File: config.mk
export PLATFORM = sky130hd
export DESIGN_NAME = spd_wp_ctrl
export DESIGN_NICKNAME = d
export VERILOG_FILES = /design/src/rtl/spd_wp_pkg.sv /design/src/rtl/spd_wp_prot.sv /design/src/rtl/spd_wp_array.sv /design/src/rtl/spd_wp_timer.sv /design/src/rtl/spd_wp_ctrl.sv
export SDC_FILE = /design/constraint.sdc
export NUM_CORES = 2
export LEC_CHECK = 0
export ABC_AREA = 1
export ABC_CLOCK_PERIOD_IN_PS = 7100
export BUFFER_PORTS_ARGS = -buffer_cell sky130_fd_sc_hd__buf_2
export CAP_MARGIN = 20
export CORE_MARGIN = 5
export CORE_UTILIZATION = 35
export DETAILED_ROUTE_END_ITERATION = 8
export MAX_ROUTING_LAYER = met4
export PLACE_DENSITY = 0.5
export SYNTH_ARGS = -nofsm -noshare
export SYNTH_HDL_FRONTEND = slang
export SYNTH_SLANG_ARGS = --single-unit
File: constraint.sdc
create_clock -name clk -period 7.1 [get_ports clk]
set_input_delay 1.065 -clock clk [delete_from_list [all_inputs] [get_ports clk]]
set_output_delay 1.065 -clock clk [all_outputs]
set_load 0.02 [all_outputs]
File: src/rtl/spd_wp_pkg.sv
// Shared command and state encodings for the write-protect controller.
// Assumes a 3-bit command code decoded upstream of this block.
package spd_wp_pkg;

    typedef enum logic [2:0] {
        CMD_MEM_WR   = 3'd0,
        CMD_MEM_RD   = 3'd1,
        CMD_SET_PERM = 3'd2,
        CMD_SET_REV  = 3'd3,
        CMD_CLR_REV  = 3'd4,
        CMD_Q_PERM   = 3'd5,
        CMD_Q_REV    = 3'd6,
        CMD_Q_CLR    = 3'd7
    } cmd_e;

    typedef enum logic [1:0] {
        ST_IDLE  = 2'd0,
        ST_WRITE = 2'd1,
        ST_READ  = 2'd2
    } st_e;

endpackage

File: src/rtl/spd_wp_prot.sv
// Lock flags for the lower half of the array and the address-lock decision.
// Assumes the caller raises set_rev/clr_rev only when the permanent lock is clear.
module spd_wp_prot #(
    parameter int ADDR_W = 8
) (
    input  logic              clk,
    input  logic              rst_n,
    input  logic              set_perm,
    input  logic              set_rev,
    input  logic              clr_rev,
    input  logic [ADDR_W-1:0] chk_addr,
    output logic              perm,
    output logic              rev,
    output logic              addr_locked
);

    // Lower half is guarded by either lock; upper half never is.
    assign addr_locked = !chk_addr[ADDR_W-1] && (perm || rev);

    // Permanent lock: set once, held until reset.
    always_ff @(posedge clk) begin
        if (!rst_n) perm <= 1'b0;
        else if (set_perm) perm <= 1'b1;
    end

    // Reversible lock: set and cleared only by its own commands.
    always_ff @(posedge clk) begin
        if (!rst_n) rev <= 1'b0;
        else if (set_rev) rev <= 1'b1;
        else if (clr_rev) rev <= 1'b0;
    end

    assert_perm_sticky_R6: assert property (@(posedge clk) disable iff (!rst_n)
        perm |=> perm);
    assert_rev_clear_cmd_R7: assert property (@(posedge clk) disable iff (!rst_n)
        $fell(rev) |-> $past(clr_rev));
    assert_rev_set_cmd_R7: assert property (@(posedge clk) disable iff (!rst_n)
        $rose(rev) |-> $past(set_rev));

endmodule

File: src/rtl/spd_wp_array.sv
// Byte array with one synchronous write port and one combinational read port.
// Contents return to the erased value (all ones) on reset, standing in for a fresh part.
module spd_wp_array #(
    parameter int ADDR_W = 8,
    parameter int DATA_W = 8
) (
    input  logic              clk,
    input  logic              rst_n,
    input  logic              we,
    input  logic [ADDR_W-1:0] waddr,
    input  logic [DATA_W-1:0] wdata,
    input  logic [ADDR_W-1:0] raddr,
    output logic [DATA_W-1:0] rdata
);

    localparam int DEPTH = 1 << ADDR_W;

    logic [DATA_W-1:0] mem [DEPTH];

    // Storage update: erase on reset, otherwise one byte per write strobe.
    always_ff @(posedge clk) begin
        if (!rst_n) begin
            for (int i = 0; i < DEPTH; i++) mem[i] <= '1;
        end else if (we) begin
            mem[waddr] <= wdata;
        end
    end

    // Read port: the selected byte, no latency.
    assign rdata = mem[raddr];

endmodule

File: src/rtl/spd_wp_timer.sv
// Program-cycle timer: busy for exactly CYCLES cycles after a start pulse.
// Assumes CYCLES >= 1; a start while running reloads the count.
module spd_wp_timer #(
    parameter int CYCLES = 20
) (
    input  logic clk,
    input  logic rst_n,
    input  logic start,
    output logic busy
);

    localparam int CW = $clog2(CYCLES + 1);

    logic [CW-1:0] cnt_q;

    // Down-counter loaded on start, stops at zero.
    always_ff @(posedge clk) begin
        if (!rst_n) cnt_q <= '0;
        else if (start) cnt_q <= CW'(CYCLES);
        else if (cnt_q != '0) cnt_q <= cnt_q - 1'b1;
    end

    assign busy = (cnt_q != '0);

    assert_start_busy_R9: assert property (@(posedge clk) disable iff (!rst_n)
        start |=> busy);
    assert_end_last_R9: assert property (@(posedge clk) disable iff (!rst_n)
        $fell(busy) |-> ($past(cnt_q) == CW'(1)));

endmodule

File: src/rtl/spd_wp_ctrl.sv
// Top: decodes commands, runs write/read transfers with in-page address wrap,
// applies lower-half write locking and refuses commands during the program cycle.
// Assumes one strobe per cycle from an upstream bus decoder; stop closes a transfer.
module spd_wp_ctrl
    import spd_wp_pkg::*;
#(
    parameter int ADDR_W      = 8,
    parameter int DATA_W      = 8,
    parameter int PAGE_BYTES  = 16,
    parameter int PROG_CYCLES = 20
) (
    input  logic              clk,
    input  logic              rst_n,
    input  logic              cmd_valid,
    input  logic [2:0]        cmd_type,
    input  logic [ADDR_W-1:0] cmd_addr,
    input  logic              wr_valid,
    input  logic [DATA_W-1:0] wr_data,
    input  logic              rd_next,
    input  logic              stop,
    output logic              cmd_ack,
    output logic [DATA_W-1:0] rd_data,
    output logic              rd_valid,
    output logic              busy
);

    localparam int OFF_W = $clog2(PAGE_BYTES);

    st_e               state_q;
    logic [ADDR_W-1:0] wptr_q;
    logic [ADDR_W-1:0] rptr_q;
    logic              wrote_q;
    logic              perm, rev, addr_locked;
    logic [DATA_W-1:0] mem_rdata;
    logic [ADDR_W-1:0] mem_raddr;
    logic              mem_we;
    logic              accept;
    logic              ack_d, go_wr, go_rd;
    logic              set_perm_p, set_rev_p, clr_rev_p;
    logic              prog_start;
    cmd_e              cmd;

    assign cmd    = cmd_e'(cmd_type);
    assign accept = cmd_valid && (state_q == ST_IDLE) && !busy;

    // Command decode: acknowledge decision and the single action it triggers.
    always_comb begin
        ack_d      = 1'b0;
        go_wr      = 1'b0;
        go_rd      = 1'b0;
        set_perm_p = 1'b0;
        set_rev_p  = 1'b0;
        clr_rev_p  = 1'b0;
        if (accept) begin
            case (cmd)
                CMD_MEM_WR: begin
                    ack_d = !addr_locked;
                    go_wr = !addr_locked;
                end
                CMD_MEM_RD: begin
                    ack_d = 1'b1;
                    go_rd = 1'b1;
                end
                CMD_SET_PERM: begin
                    ack_d      = !perm;
                    set_perm_p = !perm;
                end
                CMD_SET_REV: begin
                    ack_d     = !perm;
                    set_rev_p = !perm;
                end
                CMD_CLR_REV: begin
                    ack_d     = !perm;
                    clr_rev_p = !perm;
                end
                CMD_Q_PERM: ack_d = !perm;
                CMD_Q_REV:  ack_d = !rev;
                CMD_Q_CLR:  ack_d = !perm;
                default:    ack_d = 1'b0;
            endcase
        end
    end

    assign mem_we     = (state_q == ST_WRITE) && wr_valid;
    assign mem_raddr  = (state_q == ST_READ) ? rptr_q : cmd_addr;
    assign prog_start = set_perm_p || set_rev_p || clr_rev_p ||
                        ((state_q == ST_WRITE) && stop && (wrote_q || wr_valid));

    spd_wp_prot #(.ADDR_W(ADDR_W)) u_prot (
        .clk        (clk),
        .rst_n      (rst_n),
        .set_perm   (set_perm_p),
        .set_rev    (set_rev_p),
        .clr_rev    (clr_rev_p),
        .chk_addr   (cmd_addr),
        .perm       (perm),
        .rev        (rev),
        .addr_locked(addr_locked)
    );

    spd_wp_array #(.ADDR_W(ADDR_W), .DATA_W(DATA_W)) u_array (
        .clk  (clk),
        .rst_n(rst_n),
        .we   (mem_we),
        .waddr(wptr_q),
        .wdata(wr_data),
        .raddr(mem_raddr),
        .rdata(mem_rdata)
    );

    spd_wp_timer #(.CYCLES(PROG_CYCLES)) u_timer (
        .clk  (clk),
        .rst_n(rst_n),
        .start(prog_start),
        .busy (busy)
    );

    // Transfer sequencer: write pointer with in-page wrap, read pointer, outputs.
    always_ff @(posedge clk) begin
        if (!rst_n) begin
            state_q  <= ST_IDLE;
            wptr_q   <= '0;
            rptr_q   <= '0;
            wrote_q  <= 1'b0;
            cmd_ack  <= 1'b0;
            rd_data  <= '0;
            rd_valid <= 1'b0;
        end else begin
            cmd_ack <= ack_d;
            case (state_q)
                ST_IDLE: begin
                    if (go_wr) begin
                        state_q <= ST_WRITE;
                        wptr_q  <= cmd_addr;
                        wrote_q <= 1'b0;
                    end else if (go_rd) begin
                        state_q  <= ST_READ;
                        rd_data  <= mem_rdata;
                        rd_valid <= 1'b1;
                        rptr_q   <= cmd_addr + 1'b1;
                    end
                end
                ST_WRITE: begin
                    if (wr_valid) begin
                        wptr_q  <= {wptr_q[ADDR_W-1:OFF_W], wptr_q[OFF_W-1:0] + 1'b1};
                        wrote_q <= 1'b1;
                    end
                    if (stop) state_q <= ST_IDLE;
                end
                ST_READ: begin
                    if (stop) begin
                        state_q  <= ST_IDLE;
                        rd_valid <= 1'b0;
                    end else if (rd_next) begin
                        rd_data <= mem_rdata;
                        rptr_q  <= rptr_q + 1'b1;
                    end
                end
                default: state_q <= ST_IDLE;
            endcase
        end
    end

    assert_no_ack_busy_R9: assert property (@(posedge clk) disable iff (!rst_n)
        (busy && cmd_valid) |=> !cmd_ack);
    assert_no_write_busy_R9: assert property (@(posedge clk) disable iff (!rst_n)
        busy |-> !mem_we);
    assert_lower_guard_R7: assert property (@(posedge clk) disable iff (!rst_n)
        (mem_we && !wptr_q[ADDR_W-1]) |-> !(perm || rev));
    assert_page_fixed_R3: assert property (@(posedge clk) disable iff (!rst_n)
        ((state_q == ST_WRITE) && $past(state_q == ST_WRITE))
        |-> (wptr_q[ADDR_W-1:OFF_W] == $past(wptr_q[ADDR_W-1:OFF_W])));
    assert_seq_step_R8: assert property (@(posedge clk) disable iff (!rst_n)
        ((state_q == ST_READ) && $past(state_q == ST_READ) && $past(rd_next) && $past(!stop))
        |-> (rptr_q == ADDR_W'($past(rptr_q) + 1'b1)));

endmodule

After elaboration in Yosys (flattened, before gate mapping)
Memory sizes are Yosys's and may differ from the RTL's.
Cells that the tools add are included.

operators by class
  add/subtract/negate cells = 4
  equal/unequal tests = 18
  multiplexer cells = 47
  bitwise logic cells = 2
  reduce and logical (&&, ||, !) cells = 33

operator list
  operator                                                                count
  8-bit 2-to-1 mux                                                        12
  8-bit one-hot mux with 2 select lines                                   3
  1-bit 2-to-1 mux                                                        22
  8-bit by 1-bit adder with 8-bit output (second input constant)          2
  2-bit != test (second input constant)                                   7
  3-bit equality test (second input constant)                             4
  5-bit 2-to-1 mux                                                        2
  2-bit nonzero test                                                      4
  8-bit OR reduction                                                      1
  3-bit by 2-bit equality test with 1-bit output (second input constant)  2
  1-bit logical AND                                                       6
  2-bit 2-to-1 mux                                                        3
  3-bit AND reduction                                                     2
  1-bit zero test                                                         5
  1-bit logical OR                                                        5
  5-bit AND reduction                                                     1
  5-bit nonzero test                                                      1
  5-bit OR reduction                                                      1
  5-bit by 1-bit subtractor with 5-bit output (second input constant)     1
  4-bit by 1-bit adder with 4-bit output (second input constant)          1
  4-bit 2-to-1 mux                                                        1
  1-bit one-hot mux with 2 select lines                                   2
  1-bit one-hot mux with 4 select lines                                   1
  2-bit one-hot mux with 2 select lines                                   1
  11 further kinds                                                        14

storage, ports and cells
  bits in registers = 36
  memory bits (writable) = 2048
  bits of input ports = 25
  output and inout bits = 11
  logic and storage cells = 117
  memories kept = 1

memories
  memory       words  bits a word  rd ports  clocked after memory_dff  write ports  RTL line            text
  u_array.mem  256    8            1         0                         256          spd_wp_array.sv:18  logic [DATA_W-1:0] mem [DEPTH];

Depth between registers and ports, before layout
  word-level depth = 8
  gate-level depth with buffers = 21
  depth with buffers taken out = 19

Cells and area by module
From an unflattened synthesis, not the netlist that was laid out.

unflattened totals
  cell total of the unflattened synthesis = 9963
  area total of the unflattened synthesis = 95848.2 um^2

modules (own cells, without submodules)
  module        instances  cells each  area an instance (um^2)  seq. area each (um^2)
  spd_wp_array  1          9647        93796.2                  61499.0
  spd_wp_ctrl   1          266         1714.1                   580.6
  spd_wp_timer  1          39          259.0                    100.1
  spd_wp_prot   1          11          78.8                     40.0

Least setup slack after synthesis
Ideal clock, no wire load.

  path type = in2reg
  start = input rst_n
  end = memory u_array.mem[11][0], enable pin
  library setup time = 384 ps
  data arrival time = 2775 ps
  data required time = 6716 ps
  setup slack = 3941 ps
  stages on the path = 8
  path buffers = 2
  path through = clkinv_1 nor3_4 inv_1 buf_2 nor2_1 inv_2 buf_2 o21ai_0

RTL lines
  element          RTL line            text
  start, declared  spd_wp_ctrl.sv:13   input logic rst_n,
  end, declared    spd_wp_array.sv:18

Worst setup path after layout
  start = register state_q[0]
  end = register rd_data[3]

on the way
  cells in the longest elaborated chain, start to end = 6
  elaborated cells on any way between the ends = 19
  classes of those cells = 5 x eq/ne; 8 x mux; 5 x reduce/logical; 1 x memory

ends and longest elaborated chain
  element                                                                              RTL line                                                  text
  start, declared                                                                      spd_wp_ctrl.sv:29                                         st_e state_q;
  start signal, assigned                                                               spd_wp_ctrl.sv:121                                        state_q <= ST_IDLE;
  start signal, assigned                                                               spd_wp_ctrl.sv:133                                        state_q <= ST_WRITE;
  start signal, assigned                                                               spd_wp_ctrl.sv:137                                        state_q <= ST_READ;
  2-bit equality test / 2-bit zero test (equally long branches)                        spd_wp_ctrl.sv:85, spd_wp_ctrl.sv:130, spd_wp_ctrl.sv:44
  8-bit 2-to-1 mux / 1-bit logical AND (equally long branches)                         spd_wp_ctrl.sv:85, spd_wp_ctrl.sv:44
  memory read 256 x 8 bit / 1-bit logical AND (equally long branches)                  n/a
  8-bit 2-to-1 mux (tied with other cells)                                             spd_wp_ctrl.sv:154                                        end else if (rd_next) begin
  8-bit 2-to-1 mux (tied with other cells)                                             spd_wp_ctrl.sv:151                                        if (stop) begin
  8-bit one-hot mux with 2 select lines / 5-bit AND reduction (equally long branches)  n/a
  end signal, assigned                                                                 spd_wp_ctrl.sv:138                                        rd_data <= mem_rdata;
  end signal, assigned                                                                 spd_wp_ctrl.sv:155                                        rd_data <= mem_rdata;
  end, declared                                                                        spd_wp_ctrl.sv:22                                         output logic [DATA_W-1:0] rd_data,

Parallel ways exist; a longest one is shown, timed or not. The select of a mux whose other input is x is not followed.
A chain may end at the register's enable or synchronous reset.

==> impl_metrics.csv <==
group,metric,value,unit
timing,tns,0,ns
drt,ant_nets,0,
setup_path,worstReg2RegEnd,"rd_data[3]",
setup_path,cpMaxStageDelayCell,"buf_4",
setup_path,endpoint_kind,"flip-flop",
synth,yosysWarningCount,0,
outcome,status,"finished clean",
setup_path,worst_ep_required_time,7.88,ns
die,ios,36,
synth,synth_nets,11400,
grt,grt_overflow,0,
setup_path,crit_arrival,5.73,ns
synth,synthAdderAreaFrac,0.111,%
clock_tree,clkLatencyLatePin,0.90,ns
grt,use_met3,3.06,%
drt,num_vias,77900,
timing,fin_crit_sh,69.7,%
setup_path,cpPeakStageDelay,0.75,ns
finish,syn_to_final_growth,11.6,%
die,start_util,35.1,%
flow_run,drv_cap,0,
drt,wl_per_cell,22.3,microns
place,dpl.cell_count,14600,
setup_path,cp-start-kind,"flip-flop",
clock_tree,postCtsHoldBufs,0,
finish,final_area,0.113,sq mm
place,port_buffers,35,
clock_tree,cts.repair.resized,0,
grt,grt_max_degree,160,
clock_tree,root_buffer,"clkbuf_16",
synth,syn_area,0.101,sq mm
timing,rsz0062_at_grt,"false",
min_path,min_path_cells,2,
synth,yosysUniqueCellTypes,38,
clock_tree,clkSinkCount,2084,
die,rows,197,
setup_path,endpoint,"rd_data[3]",
clock_tree,h-tree-depth,4,
synth,synth_xor_area_share,0.0606,%
grt,globalRouteTotalUtil,22.5,%
setup_path,crit_top_cell,"nand2_1",
drt,drc_errors,0,
grt,grt_pass1_wl,496000,microns
synth,synth_ff_type,"edfxtp_1",
synth,syn_avg_cell_area,8.88,sq um
die,die_area,0.300,sq mm
grt,grt.busiest_layer,"met2",
timing,finalClockSkew,0.0664,ns
timing,setup_viol,0,
setup_path,r2r-start,"state_q[0]",
grt,use_met2,35.3,%
synth,synthArstFlopShare,0,%
place,place_area,0.104,sq mm
pwr,powerDensity,296,mW/mm^2
finish,drive_gt1_share,6.77,%
place,gp_congestion,0.873,
grt,grt_pass1_vias,74600,
pwr,p_leak,43.3,nW
setup_path,r2r_cells,18,
synth,synth_edf_count,2048,
clock_tree,cts_buffer_depth,4,
synth,synth_top_family_by_area,"simple AND/OR/NAND/NOR gates",
clock_tree,cts_tree,"done",
timing,slew_headroom,22.6,%
grt,met1_usage,30.1,%
timing,worst_slew_pin_slew,1.15,ns
setup_path,crit_cells,18,
die,die_w,548,microns
synth,seq_area_frac_synth,61.5,%
grt,grt_antenna_before_repair,20,
timing,report.final.slew_viol_count,0,
finish,fin_util,39.2,%
setup_path,r2r_setup_slack,2.15,ns
drt,viasPerCell,5.13,
setup_path,crit_start,"state_q[0]",
min_path,min_path_type,"reg2reg",
die,coreArea,0.288,sq mm
clock_tree,clk_pin_slew,0.06,ns
setup_path,cp_num_buf_inv,5,
finish,final_nets,11200,
clock_tree,postCtsSetupBuffers,0,
drt,drtIter0Drc,8097,
timing,timing.fmax,0.202,GHz
place,dp_hpwl,199000,microns
synth,synthMuxAreaShare,0,%
synth,synth_compound_area_share,2.98,%
drt,first_pass_iters,5,
timing,hold_viol_final,0,
clock_tree,cts_buffers,236,
setup_path,worstPathCellList,"inv_1, ha_1, buf_4, nand2_1, o21ai_4, buf_4, buf_4, nand3_1, nand3_1, nand2_1, nand2_1, nand2_1, nor2_1, nand2_1, nand3_1, nand3_1, nand2_1, inv_1",
die,fp.dieH,548,microns
drt,wl,338000,microns
setup_path,crit_fanout,56,
finish,final_cells,15200,
setup_path,path_delay_family,"buffers and inverters",
timing,fin_crit,4.95,ns
pwr,irDropWorstVdd,0.216,mV
synth,ys_ff_latch,2084,
synth,synthCells,11400,
synth,yosys.area_share.simple,26.4,%
setup_path,path_class,"reg2reg",
[state kept, by name, summed over array words and instances, names as in the netlist]
signal,count
u_prot.perm,1
rd_data,8
u_timer.cnt_q,5
u_prot.rev,1
rptr_q,8
wptr_q,8
cmd_ack,1
rd_valid,1
state_q,2
u_array.mem,2048
wrote_q,1
[power by group]
part	leakage [nW]	internal (W)	switching [W]
combinational	25.5	0.00182	0.00590
sequential	14.1	0.0135	0.0000449
clock	3.68	0.00702	0.00511
total	43.3	0.0223	0.0111
[synthesized netlist by cell type, types with 2 or more instances]
cell type / instances / area, sq um
buf_4: 24 / 180
a21oi_1: 53 / 265
o21ai_2: 5 / 43.8
xor2_1: 6 / 52.6
buf_6: 8 / 90.1
o211ai_1: 142 / 1070
o21ai_0: 306 / 1530
o21ai_1: 7 / 35.0
nor3_1: 4 / 20.0
nor2_1: 369 / 1390
dfxtp_1: 36 / 721
clkbuf_1: 388 / 1460
ha_1: 9 / 113
edfxtp_1: 2048 / 61500
nor3_2: 2 / 20.0
a31oi_1: 5 / 31.3
clkinv_1: 3 / 11.3
inv_2: 12 / 45.0
nand3b_1: 40 / 300
nand2_2: 4 / 25.0
buf_2: 329 / 1650
nand4_1: 2 / 12.5
nor4_1: 3 / 18.8
nand2_1: 4483 / 16800
inv_1: 1453 / 5450
nand3_1: 1575 / 7880
nand2_4: 3 / 33.8
or2_2: 4 / 25.0
nor2_2: 13 / 81.3
buf_1: 52 / 195
[routing by layer]
| metal | vias up | wire length (microns) |
|---|---|---|
| li1 | 36300 | - |
| met1 | 38100 | 145000 |
| met2 | 2879 | 157000 |
| met3 | 575 | 24000 |
| met4 | 0 | 12400 |
| met5 | - | 0 |
[cell type report]
cell class | count | area, sq um
Sequential cell | 2084 | 62200
Multi-Input combinational cell | 7043 | 30000
Clock buffer | 281 | 6170
Inverter | 1468 | 5580
Fill cell | 29000 | 175000
Timing Repair Buffer | 368 | 2820
Tap cell | 3781 | 4730
Antenna cell | 12 | 30.0
Clock inverter | 147 | 1350
[worst min path at each step]
| stage | to | from | slack, ns |
|---|---|---|---|
| global placement | wrote_q | wrote_q | 0.44 |
| floorplan | wrote_q | wrote_q | 0.43 |
| global route | wptr_q[5] | cmd_addr[5] | 0.49 |
| CTS | wptr_q[5] | cmd_addr[5] | 0.44 |
| detailed placement | wrote_q | wrote_q | 0.46 |
| finish | wrote_q | wrote_q | 0.46 |
[placed cells by master, fill, tap and decap left out, types with 24 or more instances in the layout]
| master | n |
|---|---|
| bufinv_16 | 24 |
| edfxtp_1 | 2048 |
| buf_4 | 114 |
| dfxtp_1 | 36 |
| nand3b_1 | 40 |
| buf_12 | 38 |
| buf_2 | 149 |
| clkbuf_2 | 24 |
| o211ai_1 | 142 |
| nand2_1 | 4483 |
| inv_1 | 1436 |
| o21ai_0 | 296 |
| clkinv_1 | 58 |
| clkbuf_16 | 238 |
| nand3_1 | 1571 |
| clkinv_2 | 47 |
| nor2_1 | 368 |
| clkbuf_4 | 39 |
| a21oi_1 | 53 |
| clkbuf_1 | 38 |
[stage by stage]
| step | worst slack, ns | total power [W] | hold WS (ns) |
|---|---|---|---|
| 4_1_cts | 2.31 | 0.0335 | 0.445 |
| 2_1_floorplan | 3.94 | 0.0186 | 0.432 |
| 3_5_place_dp | 2.13 | 0.0214 | 0.455 |
| 5_1_grt | 2.09 | 0.0346 | 0.487 |
| 3_3_place_gp | 2.09 | 0.0214 | 0.445 |
| 6_report | 2.15 | 0.0334 | 0.461 |
[worst reg2reg max path, delay by kind of cell, from the launching register on]
kind	cells	cell delay, ns
buffers and inverters	5	1.99
DFF	1	0.33
AOI/OAI and AO/OA	1	0.14
and+or+nand+nor	11	1.82
adders and majority gates	1	0.54
[kinds of logic after synthesis]
group / Yosys count
xor+xnor: 7
simple gates: 6504
buf+inv: 2269
fa+ha+maj: 9
flops: 2084
compound gates: 523
Note: power is estimated with default switching activity, not from simulation.
